`config.mk`:
```
export PLATFORM = sky130hd
export DESIGN_NAME = nru_victim_sel
export DESIGN_NICKNAME = d
export VERILOG_FILES = /design/src/rtl/nru_pkg.sv /design/src/rtl/nru_flag_bank.sv /design/src/rtl/nru_lfsr.sv /design/src/rtl/nru_scan.sv /design/src/rtl/nru_victim_sel.sv
export SDC_FILE = /design/constraint.sdc
export NUM_CORES = 1
export LEC_CHECK = 0
export BUFFER_PORTS_ARGS = -buffer_cell sky130_fd_sc_hd__buf_2
export CAP_MARGIN = 20
export CORE_ASPECT_RATIO = 1.4
export CORE_UTILIZATION = 46
export CTS_CLUSTER_DIAMETER = 100
export CTS_CLUSTER_SIZE = 24
export DETAILED_ROUTE_END_ITERATION = 12
export PLACE_DENSITY_LB_ADDON = 0.08
export SYNTH_ARGS = -nofsm -noshare
export SYNTH_HDL_FRONTEND = slang
export SYNTH_HIERARCHICAL = 1
export SYNTH_SLANG_ARGS = --single-unit
export TNS_END_PERCENT = 1
```
`constraint.sdc`:
```
create_clock -name clk -period 1.8 [get_ports clk]
set_input_delay 0.09 -clock clk [delete_from_list [all_inputs] [get_ports clk]]
set_output_delay 0.09 -clock clk [all_outputs]
set_load 0.01 [all_outputs]
```
`src/rtl/nru_pkg.sv`:
```
package nru_pkg;
  typedef enum logic [1:0] {
    CLS_IDLE_CLEAN = 2'd0,
    CLS_IDLE_DIRTY = 2'd1,
    CLS_USED_CLEAN = 2'd2,
    CLS_USED_DIRTY = 2'd3
  } nru_class_e;

  typedef enum logic [1:0] {
    SEL_IDLE = 2'd0,
    SEL_SCAN = 2'd1,
    SEL_DONE = 2'd2
  } sel_state_e;
endpackage

```
`src/rtl/nru_flag_bank.sv`:
```
module nru_flag_bank #(
  parameter int FRAMES          = 8,
  parameter int TICKS_PER_CLEAR = 4,
  localparam int IDX_W = (FRAMES > 1) ? $clog2(FRAMES) : 1,
  localparam int CNT_W = (TICKS_PER_CLEAR > 1) ? $clog2(TICKS_PER_CLEAR) : 1
) (
  input  logic              clk,
  input  logic              rst_n,
  input  logic              rd_en,
  input  logic [IDX_W-1:0]  rd_idx,
  input  logic              wr_en,
  input  logic [IDX_W-1:0]  wr_idx,
  input  logic              ld_en,
  input  logic [IDX_W-1:0]  ld_idx,
  input  logic              tick,
  output logic [FRAMES-1:0] ref_q,
  output logic [FRAMES-1:0] mod_q
);
  localparam logic [CNT_W-1:0] LAST_TICK = CNT_W'(TICKS_PER_CLEAR - 1);

  logic [CNT_W-1:0] tick_cnt;
  logic             sweep;

  assign sweep = tick && (tick_cnt == LAST_TICK);

  always_ff @(posedge clk) begin
    if (!rst_n)      tick_cnt <= '0;
    else if (sweep)  tick_cnt <= '0;
    else if (tick)   tick_cnt <= tick_cnt + 1'b1;
  end

  for (genvar f = 0; f < FRAMES; f++) begin : g_frame
    logic rd_hit, wr_hit, ld_hit;
    assign rd_hit = rd_en && (rd_idx == IDX_W'(f));
    assign wr_hit = wr_en && (wr_idx == IDX_W'(f));
    assign ld_hit = ld_en && (ld_idx == IDX_W'(f));

    always_ff @(posedge clk) begin
      if (!rst_n) begin
        ref_q[f] <= 1'b0;
        mod_q[f] <= 1'b0;
      end else begin
        ref_q[f] <= (ref_q[f] & ~sweep & ~ld_hit) | rd_hit | wr_hit;
        mod_q[f] <= (mod_q[f] & ~ld_hit) | wr_hit;
      end
    end
  end

  AST_READ_MARKS: assert property (@(posedge clk) disable iff (!rst_n)
    rd_en |=> ref_q[$past(rd_idx)]);
  AST_WRITE_MARKS: assert property (@(posedge clk) disable iff (!rst_n)
    wr_en |=> (ref_q[$past(wr_idx)] && mod_q[$past(wr_idx)]));
  AST_LOAD_WIPES: assert property (@(posedge clk) disable iff (!rst_n)
    (ld_en && !(rd_en && rd_idx == ld_idx) && !(wr_en && wr_idx == ld_idx))
    |=> (!ref_q[$past(ld_idx)] && !mod_q[$past(ld_idx)]));
  AST_SWEEP_CLEARS: assert property (@(posedge clk) disable iff (!rst_n)
    (sweep && !rd_en && !wr_en) |=> (ref_q == '0));
  AST_DIRTY_KEPT: assert property (@(posedge clk) disable iff (!rst_n)
    !ld_en |=> ((mod_q & $past(mod_q)) == $past(mod_q)));
endmodule

```
`src/rtl/nru_lfsr.sv`:
```
module nru_lfsr #(
  parameter int          W    = 16,
  parameter logic [W-1:0] TAPS = 16'hB400
) (
  input  logic         clk,
  input  logic         rst_n,
  output logic [W-1:0] state_q
);
  always_ff @(posedge clk) begin
    if (!rst_n)          state_q <= W'(1);
    else if (state_q[0]) state_q <= (state_q >> 1) ^ TAPS;
    else                 state_q <= state_q >> 1;
  end

  AST_LFSR_ALIVE: assert property (@(posedge clk) disable iff (!rst_n)
    state_q != '0);
endmodule

```
`src/rtl/nru_scan.sv`:
```
module nru_scan
  import nru_pkg::*;
#(
  parameter int FRAMES = 8,
  localparam int IDX_W = (FRAMES > 1) ? $clog2(FRAMES) : 1
) (
  input  logic              clk,
  input  logic              rst_n,
  input  logic [FRAMES-1:0] ref_flags,
  input  logic [FRAMES-1:0] mod_flags,
  input  logic [IDX_W-1:0]  start_off,
  input  logic              req_valid,
  output logic              req_ready,
  output logic              vic_valid,
  input  logic              vic_ready,
  output logic [IDX_W-1:0]  vic_idx,
  output logic              vic_dirty
);
  localparam logic [IDX_W-1:0] LAST_FRAME = IDX_W'(FRAMES - 1);

  sel_state_e        state_q;
  logic [FRAMES-1:0] snap_r, snap_m;
  nru_class_e        tgt_q;
  logic [IDX_W-1:0]  ptr_q;
  nru_class_e        live_low, snap_low;
  nru_class_e        ptr_cls;

  function automatic nru_class_e lowest(input logic [FRAMES-1:0] r,
                                        input logic [FRAMES-1:0] m);
    logic [3:0] present;
    present = '0;
    for (int i = 0; i < FRAMES; i++) present[{r[i], m[i]}] = 1'b1;
    if (present[0])      return CLS_IDLE_CLEAN;
    else if (present[1]) return CLS_IDLE_DIRTY;
    else if (present[2]) return CLS_USED_CLEAN;
    else                 return CLS_USED_DIRTY;
  endfunction

  assign live_low  = lowest(ref_flags, mod_flags);
  assign snap_low  = lowest(snap_r, snap_m);
  assign ptr_cls   = nru_class_e'({snap_r[ptr_q], snap_m[ptr_q]});
  assign req_ready = (state_q == SEL_IDLE);
  assign vic_valid = (state_q == SEL_DONE);

  always_ff @(posedge clk) begin
    if (!rst_n) begin
      state_q   <= SEL_IDLE;
      snap_r    <= '0;
      snap_m    <= '0;
      tgt_q     <= CLS_IDLE_CLEAN;
      ptr_q     <= '0;
      vic_idx   <= '0;
      vic_dirty <= 1'b0;
    end else begin
      unique case (state_q)
        SEL_IDLE: if (req_valid) begin
          snap_r  <= ref_flags;
          snap_m  <= mod_flags;
          tgt_q   <= live_low;
          ptr_q   <= start_off;
          state_q <= SEL_SCAN;
        end
        SEL_SCAN: begin
          if (ptr_cls == tgt_q) begin
            vic_idx   <= ptr_q;
            vic_dirty <= snap_m[ptr_q];
            state_q   <= SEL_DONE;
          end else begin
            ptr_q <= (ptr_q == LAST_FRAME) ? '0 : ptr_q + 1'b1;
          end
        end
        SEL_DONE: if (vic_ready) state_q <= SEL_IDLE;
        default: state_q <= SEL_IDLE;
      endcase
    end
  end

  AST_RESULT_HELD: assert property (@(posedge clk) disable iff (!rst_n)
    (vic_valid && !vic_ready) |=> (vic_valid && $stable(vic_idx) && $stable(vic_dirty)));
  AST_CHANNEL_EXCL: assert property (@(posedge clk) disable iff (!rst_n)
    !(req_ready && vic_valid));
  AST_LOWEST_CLASS: assert property (@(posedge clk) disable iff (!rst_n)
    vic_valid |-> (({snap_r[vic_idx], snap_m[vic_idx]} == tgt_q) && (tgt_q == snap_low)));
  AST_DIRTY_REPORT: assert property (@(posedge clk) disable iff (!rst_n)
    vic_valid |-> (vic_dirty == snap_m[vic_idx]));
endmodule

```
`src/rtl/nru_victim_sel.sv`:
```
module nru_victim_sel #(
  parameter int FRAMES          = 8,
  parameter int TICKS_PER_CLEAR = 4,
  parameter int LFSR_W          = 16,
  localparam int IDX_W = (FRAMES > 1) ? $clog2(FRAMES) : 1
) (
  input  logic             clk,
  input  logic             rst_n,
  input  logic             rd_en,
  input  logic [IDX_W-1:0] rd_idx,
  input  logic             wr_en,
  input  logic [IDX_W-1:0] wr_idx,
  input  logic             ld_en,
  input  logic [IDX_W-1:0] ld_idx,
  input  logic             tick,
  input  logic             req_valid,
  output logic             req_ready,
  output logic             vic_valid,
  input  logic             vic_ready,
  output logic [IDX_W-1:0] vic_idx,
  output logic             vic_dirty
);
  logic [FRAMES-1:0] ref_q, mod_q;
  logic [LFSR_W-1:0] rnd;
  logic [IDX_W-1:0]  raw_off, start_off;

  nru_flag_bank #(.FRAMES(FRAMES), .TICKS_PER_CLEAR(TICKS_PER_CLEAR)) u_flags (
    .clk(clk), .rst_n(rst_n),
    .rd_en(rd_en), .rd_idx(rd_idx),
    .wr_en(wr_en), .wr_idx(wr_idx),
    .ld_en(ld_en), .ld_idx(ld_idx),
    .tick(tick), .ref_q(ref_q), .mod_q(mod_q)
  );

  nru_lfsr #(.W(LFSR_W), .TAPS(LFSR_W'(16'hB400))) u_lfsr (
    .clk(clk), .rst_n(rst_n), .state_q(rnd)
  );

  assign raw_off = rnd[IDX_W-1:0];

  generate
    if ((1 << IDX_W) == FRAMES) begin : g_pow2
      assign start_off = raw_off;
    end else begin : g_fold
      assign start_off = (raw_off >= IDX_W'(FRAMES)) ? raw_off - IDX_W'(FRAMES) : raw_off;
    end
  endgenerate

  nru_scan #(.FRAMES(FRAMES)) u_scan (
    .clk(clk), .rst_n(rst_n),
    .ref_flags(ref_q), .mod_flags(mod_q), .start_off(start_off),
    .req_valid(req_valid), .req_ready(req_ready),
    .vic_valid(vic_valid), .vic_ready(vic_ready),
    .vic_idx(vic_idx), .vic_dirty(vic_dirty)
  );

  AST_IDLE_AFTER_RESET: assert property (@(posedge clk)
    !rst_n |=> (req_ready && !vic_valid));
endmodule

```
# [After elaboration in Yosys (flattened, before gate mapping)]
# Index checks and enable logic that the tools add are counted.
[word_totals] reg_bits=61 in_bits=17 out_inout_bits=6 elab_cells=217
[classes] addsub=2 magnitude_cmp=17 eq_ne=30 mux=32 bitwise_logic=66 n_reduce_logical=44
[ops] op="$eq 3x3->1 const B" count=13
[ops] op="$logic_and 1x1->1" count=33
[ops] op="$and 1x1->1" count=24
[ops] op="$lt 2x3->1 const B" count=8
[ops] op="$or 1x1->1" count=24
[ops] op="$or 3x3->3" count=7
[ops] op="$eq 3x2->1 const B" count=6
[ops] op="$demux 1 s2" count=8
[ops] op="$ge 2x1->1 const B" count=8
[ops] op="$mux 14" count=1
[ops] op="$mux 1" count=11
[ops] op="$mux 2" count=5
[ops] op="$not 1->1" count=10
[ops] op="$eq 3x1->1 const B" count=3
[ops] op="$logic_not 3->1" count=3
[ops] op="$mux 3" count=3
[ops] op="$bmux 1 s3" count=2
[ops] op="$pmux 2 s3" count=1
[ops] op="$pmux 3 s2" count=1
[ops] op="$reduce_and 2->1" count=3
[ops] op="$reduce_and 3->1" count=2
[ops] op="$eq 2x2->1 const B" count=2
[ops] op="$lt 3x4->1 const B" count=1
[ops] op="$ne 2x1->1 const B" count=2
[ops] op="9 further kinds" count=10

# [Depth between registers and ports, before layout]
[logic_depth] depth_word=14 depth_mapped=7 ltp_nobuf=5

# [Cells and area by module]
# Netlist, hierarchy kept.
[modules_own_cells] module="nru_scan" n_inst=1 cells_per_inst=171 area_per_inst_um2=1376.3 seq_area_each_um2=540.5
[modules_own_cells] module="nru_flag_bank" n_inst=1 cells_per_inst=85 area_per_inst_um2=802.0 seq_area_each_um2=360.3
[modules_own_cells] module="nru_lfsr" n_inst=1 cells_per_inst=36 area_per_inst_um2=452.9 seq_area_each_um2=320.3

# [Worst setup path after synthesis]
# Ideal clock, no wire load.
[synth_timing] kind="register -> register" startpoint="register u_scan.ptr_q[0]" endpoint="register u_scan.vic_dirty" setup_ns=0.072 arrival_ns=1.873 t_required_ns=1.728 setup_slack_ns=-0.145 stages_incl_launch_ff=8 n_path_buf=2 synth_period_minus_slack_ns=1.945 path_cell_list="dfxtp_1 -> buf_6 -> mux2i_1 -> mux4_2 -> xor2_1 -> and4_2 -> buf_2 -> mux2i_1"
[synth_between] elab_chain_len=4 word_cells_on_any_way=6 classes_between="eq/ne: 1; mux: 4; reduce/logical: 1"
[synth_rtl] element="start, declared" line_no="nru_scan.sv:24" text="logic [IDX_W-1:0] ptr_q;"
[synth_rtl] element="start signal, assigned" line_no="nru_scan.sv:60" text="ptr_q <= start_off;"
[synth_rtl] element="start signal, assigned" line_no="nru_scan.sv:69" text="ptr_q <= (ptr_q == LAST_FRAME) ? '0 : ptr_q + 1'b1;"
[synth_rtl] element="$bmux 1 s3, on equally long branches" line_no="nru_scan.sv:41, nru_scan.sv:66"
[synth_rtl] element="$mux 1, on equally long branches" line_no="nru_scan.sv:41, nru_scan.sv:66"
[synth_rtl] element="$eq 2x2->1" line_no="nru_scan.sv:64" text="if (ptr_cls == tgt_q) begin"
[synth_rtl] element="$reduce_and 2->1 (no line)"
[synth_rtl] element="end signal, assigned" line_no="nru_scan.sv:66" text="vic_dirty <= snap_m[ptr_q];"
[synth_rtl] element="end, declared" line_no="nru_scan.sv:17" text="output logic vic_dirty"
# Parallel ways exist; a longest one is shown, timed or not. The select of a mux whose other input is x is not followed.
# A chain may end at the register's enable or synchronous reset.

# [Worst setup path in the final report]
[layout_timing] startpoint="register u_scan.ptr_q[0]" endpoint="register u_scan.ptr_q[2]"
[layout_between] elab_chain_len=5 word_cells_on_any_way=12 classes_between="add/sub: 1; eq/ne: 3; mux: 7; reduce/logical: 1"
[layout_rtl] element="$bmux 1 s3" line_no="nru_scan.sv:41" text="assign ptr_cls = nru_class_e'({snap_r[ptr_q], snap_m[ptr_q]});"
[layout_rtl] element="$mux 1 (implied by the code)" line_no="nru_scan.sv:41"
[layout_rtl] element="$eq 2x2->1" line_no="nru_scan.sv:64"
[layout_rtl] element="$ne 2x2->1 (no line)"
[layout_rtl] element="$reduce_and 3->1 (no line)"
# Parallel ways exist; a longest one is shown, timed or not. The select of a mux whose other input is x is not followed.

==> out/qor.csv <==
stage;metric;value;unit
hold_path;holdCritPathClass;primary input to flip-flop;
timing;rsz0062_at_grt;true;
clock_tree;cts-root-buf;clkbuf_8;
timing;worst_pin_slew;0.577;ns
timing;fmax;538;MHz
timing;post-route-period-util;103;%
synthesis;synth-edff-count;0;
routing;routed_wl;6020;µm
global_routing;grt_pass1_wl;9430;µm
global_routing;grt.total_usage;21.1;%
clock_tree;cts_tree;yes;
floorplan;die-area;6030;µm²
worst_setup_path;required;2.06;ns
worst_setup_path;crit_type;flip-flop to flip-flop;
routing;drc;0;
routing;firstDrtPassIters;4;
finish;fin_nets;348;
synthesis;ys_ff_latch;61;
finish;fillers;537;
worst_setup_path;end_kind;flip-flop;
floorplan;fp.dieH;91.5;µm
timing;final_max_slew_viol_count;0;
clock_tree;path_clk_slew;0.07;ns
finish;fin_util;56.2;%
clock_tree;postCtsHoldBufs;0;
outcome;violations;setup timing;
timing;fin_tns_setup;-0.143;ns
worst_setup_path;worst_ep_arrival_time;2.12;ns
clock_tree;cts_made_buffers;9;
floorplan;die_width;65.9;µm
clock_tree;cts.sinks;61;
routing;drt_iter0_drc;112;
synthesis;mappedNetlistArea;2630;µm²
pwr;p_leak;0.00115;µW
synthesis;syn_inst;292;
synthesis;synthesis.yosys.warnings;6;
timing;finalHoldViolations;0;
floorplan;core.rowCount;32;
worst_setup_path;r2r_setup_slack;-0.06;ns
worst_setup_path;r2r-start;u_scan/ptr_q[0];
timing;setup_violations;5;
floorplan;ios;23;
pwr;p_seq_share;47.8;%
clock_tree;clk_latency;0.34;ns
pwr;power_frac_comb;12.4;%
pwr;powerDensity;990;nW/µm²
synthesis;synth_seq_area_share;46.4;%
synthesis;synth_nets;312;
global_routing;grt_overflow;0;
pwr;clkPwrFrac;39.8;%
pwr;intPower;2230;µW
synthesis;ys.flop_type;dfxtp_1;
place;hpwl;4350;µm
worst_setup_path;cp-start-kind;flip-flop;
worst_setup_path;cp_max_fo;9;
hold_path;worstHoldStart;tick;
worst_setup_path;worstSetupStartpoint;u_scan/ptr_q[0];
floorplan;core-area;5530;µm²
timing;skew;0.00759;ns
synthesis;synth.distinct_cells;43;
synthesis;async_flop_share;0;%
global_routing;first_global_vias;2043;
pwr;power.switching;841;µW
routing;route.met2.wl;3190;µm
routing;ant_nets;0;
routing;num_vias;2209;
timing;period_needed;1.86;ns
global_routing;antenna_found_initial;0;
finish;drive_above_1_share;19.8;%
routing;wl_per_cell;15.0;µm
routing;maxUsedRoutingLayer;met4;
routing;via_per_inst;5.51;
job;maxCapViolations;0;
finish;antennaDiodeCount;0;
floorplan;initial_core_util;47.6;%
place;port_buffers;22;
global_routing;grt_max_degree;21;
timing;relSlewSlack;61.0;%
clock_tree;cts_max_level;3;
outcome;status;complete, but fails checks;
finish;syn_to_final_growth;18.0;%
pwr;switching_share;27.4;%
synthesis;avgSynthCellArea;9.01;µm²
pwr;irDropWorstVdd;590;µV
routing;dr_wl_met3;191;µm
routing;m1WireLength;2500;µm
clock_tree;cts_buffer_depth;2;
place;place_congestion;0.868;
timing;fin_ws;-0.0601;ns
[metal layers]
layer,up-vias,GRT usage (%)
li1,1119,-
met1,1027,21.4
met2,53,38.4
met3,10,4.90
met4,0,10.7
met5,-,0
[metrics by stage]
stage	power, µW	worst slack, ns	hold slack [ns]	instance area [µm²]	cells
final	3070	-0.0601	0.0405	3110	401
after floorplan	1730	-0.0689	0.163	2650	292
after global placement	1870	-0.109	0.386	2890	385
after CTS	3100	-0.0807	0.0360	3090	401
after global routing	3200	-0.139	0.0675	3110	401
after detailed placement	1870	-0.136	0.398	2890	385
[kinds of logic (layout without fill, tap and decap cells)]
kind of cell	Yosys count	count (layout)	synth area share [%]
and+or+nand+nor	122	122	25.5
AOI/OAI and AO/OA	66	66	15.9
DFF	61	61	46.4
buffers and inverters	22	63	3.52
muxes	14	14	5.90
xor gates and xnor gates	4	4	1.33
adders and majority gates	3	3	1.43
[path summary, 6_finish.rpt]
kind,end,depth (start not counted)
worst max-delay path,u_scan/ptr_q[2],5
worst max register to register,u_scan/ptr_q[2],5
worst min-delay path,u_flags/tick_cnt[0],3
worst min register to register,u_lfsr/state_q[14],1
[sequential cells by signal, indices dropped and copies added, names as in the netlist]
name,flops
u_scan/tgt_q,2
u_scan/ptr_q,3
u_flags/ref_q,8
u_scan/vic_idx,3
u_scan/state_q,2
u_scan/vic_dirty,1
u_flags/mod_q,8
u_scan/snap_m,8
u_scan/snap_r,8
u_flags/tick_cnt,2
u_lfsr/state_q,16
[placed cells by master, fill, tap and decap left out, types with 3 or more instances in the layout]
master and n:
a211oi_2 3, nand2_1 46, a311oi_1 3, mux2i_1 11, a31oi_1 8, clkbuf_8 9
xor2_1 3, clkinv_4 3, nand4_1 4, o21ai_0 5, a22oi_1 5, nand2b_1 3
buf_4 13, ha_1 3, nand4b_1 9, and2_1 14, nor4bb_1 5, o22ai_1 7
a21oi_1 27, dfxtp_1 59, nor2b_1 4, inv_1 10, nor2_1 17, nand3_1 5
buf_2 22
[worst max-delay path, stage by stage, from the launching register on]
cell and delay (ns):
dfxtp_4 0.39, mux2i_1 0.12, mux4_2 0.49, xor2_2 0.19, a311o_2 0.39, a211oi_2 0.20
[layout make-up]
class	instances	area [µm²]	area share (%)
clock buffers	9	124	3.99
repair buffers	35	208	6.69
flip-flops and latches	61	1230	39.5
multi-input cells	209	1340	43.2
inverters	12	45.0	1.45
well taps	68	85.1	2.74
clock inverters	7	75.1	2.42
[synth_stat cells, drive strengths merged (4+ instances only)]
cell type	number	share of area, %
and2	15	3.6
a22oi	5	1.4
nand3	5	0.95
clkbuf	8	1.2
mux2i	11	4.2
nor2b	4	0.95
nand4	4	0.95
o22ai	8	1.9
nor2	17	2.4
inv	10	1.4
dfxtp	61	46
nand4b	9	3.0
xor2	4	1.3
o21ai	6	1.1
a21oi	27	5.1
nand2	46	6.6
nor4bb	5	1.9
a31oi	8	1.9
[power groups by stage]
stage | Combinational [µW] | Clock, µW | Sequential (µW)
after floorplan | 248 | 0 | 1480
after global placement | 372 | 0 | 1500
after detailed placement | 374 | 0 | 1500
after CTS | 376 | 1250 | 1470
after global routing | 421 | 1300 | 1480
final | 381 | 1220 | 1470
[what timing repair did]
item | 4_1_cts | 5_1_grt
buffers inserted | 0 | 0
resized for setup | 2 | 2
setup endpoints to repair | 9 | 9
pin swaps | 2 | 1
(Power assumes the default switching activity.)
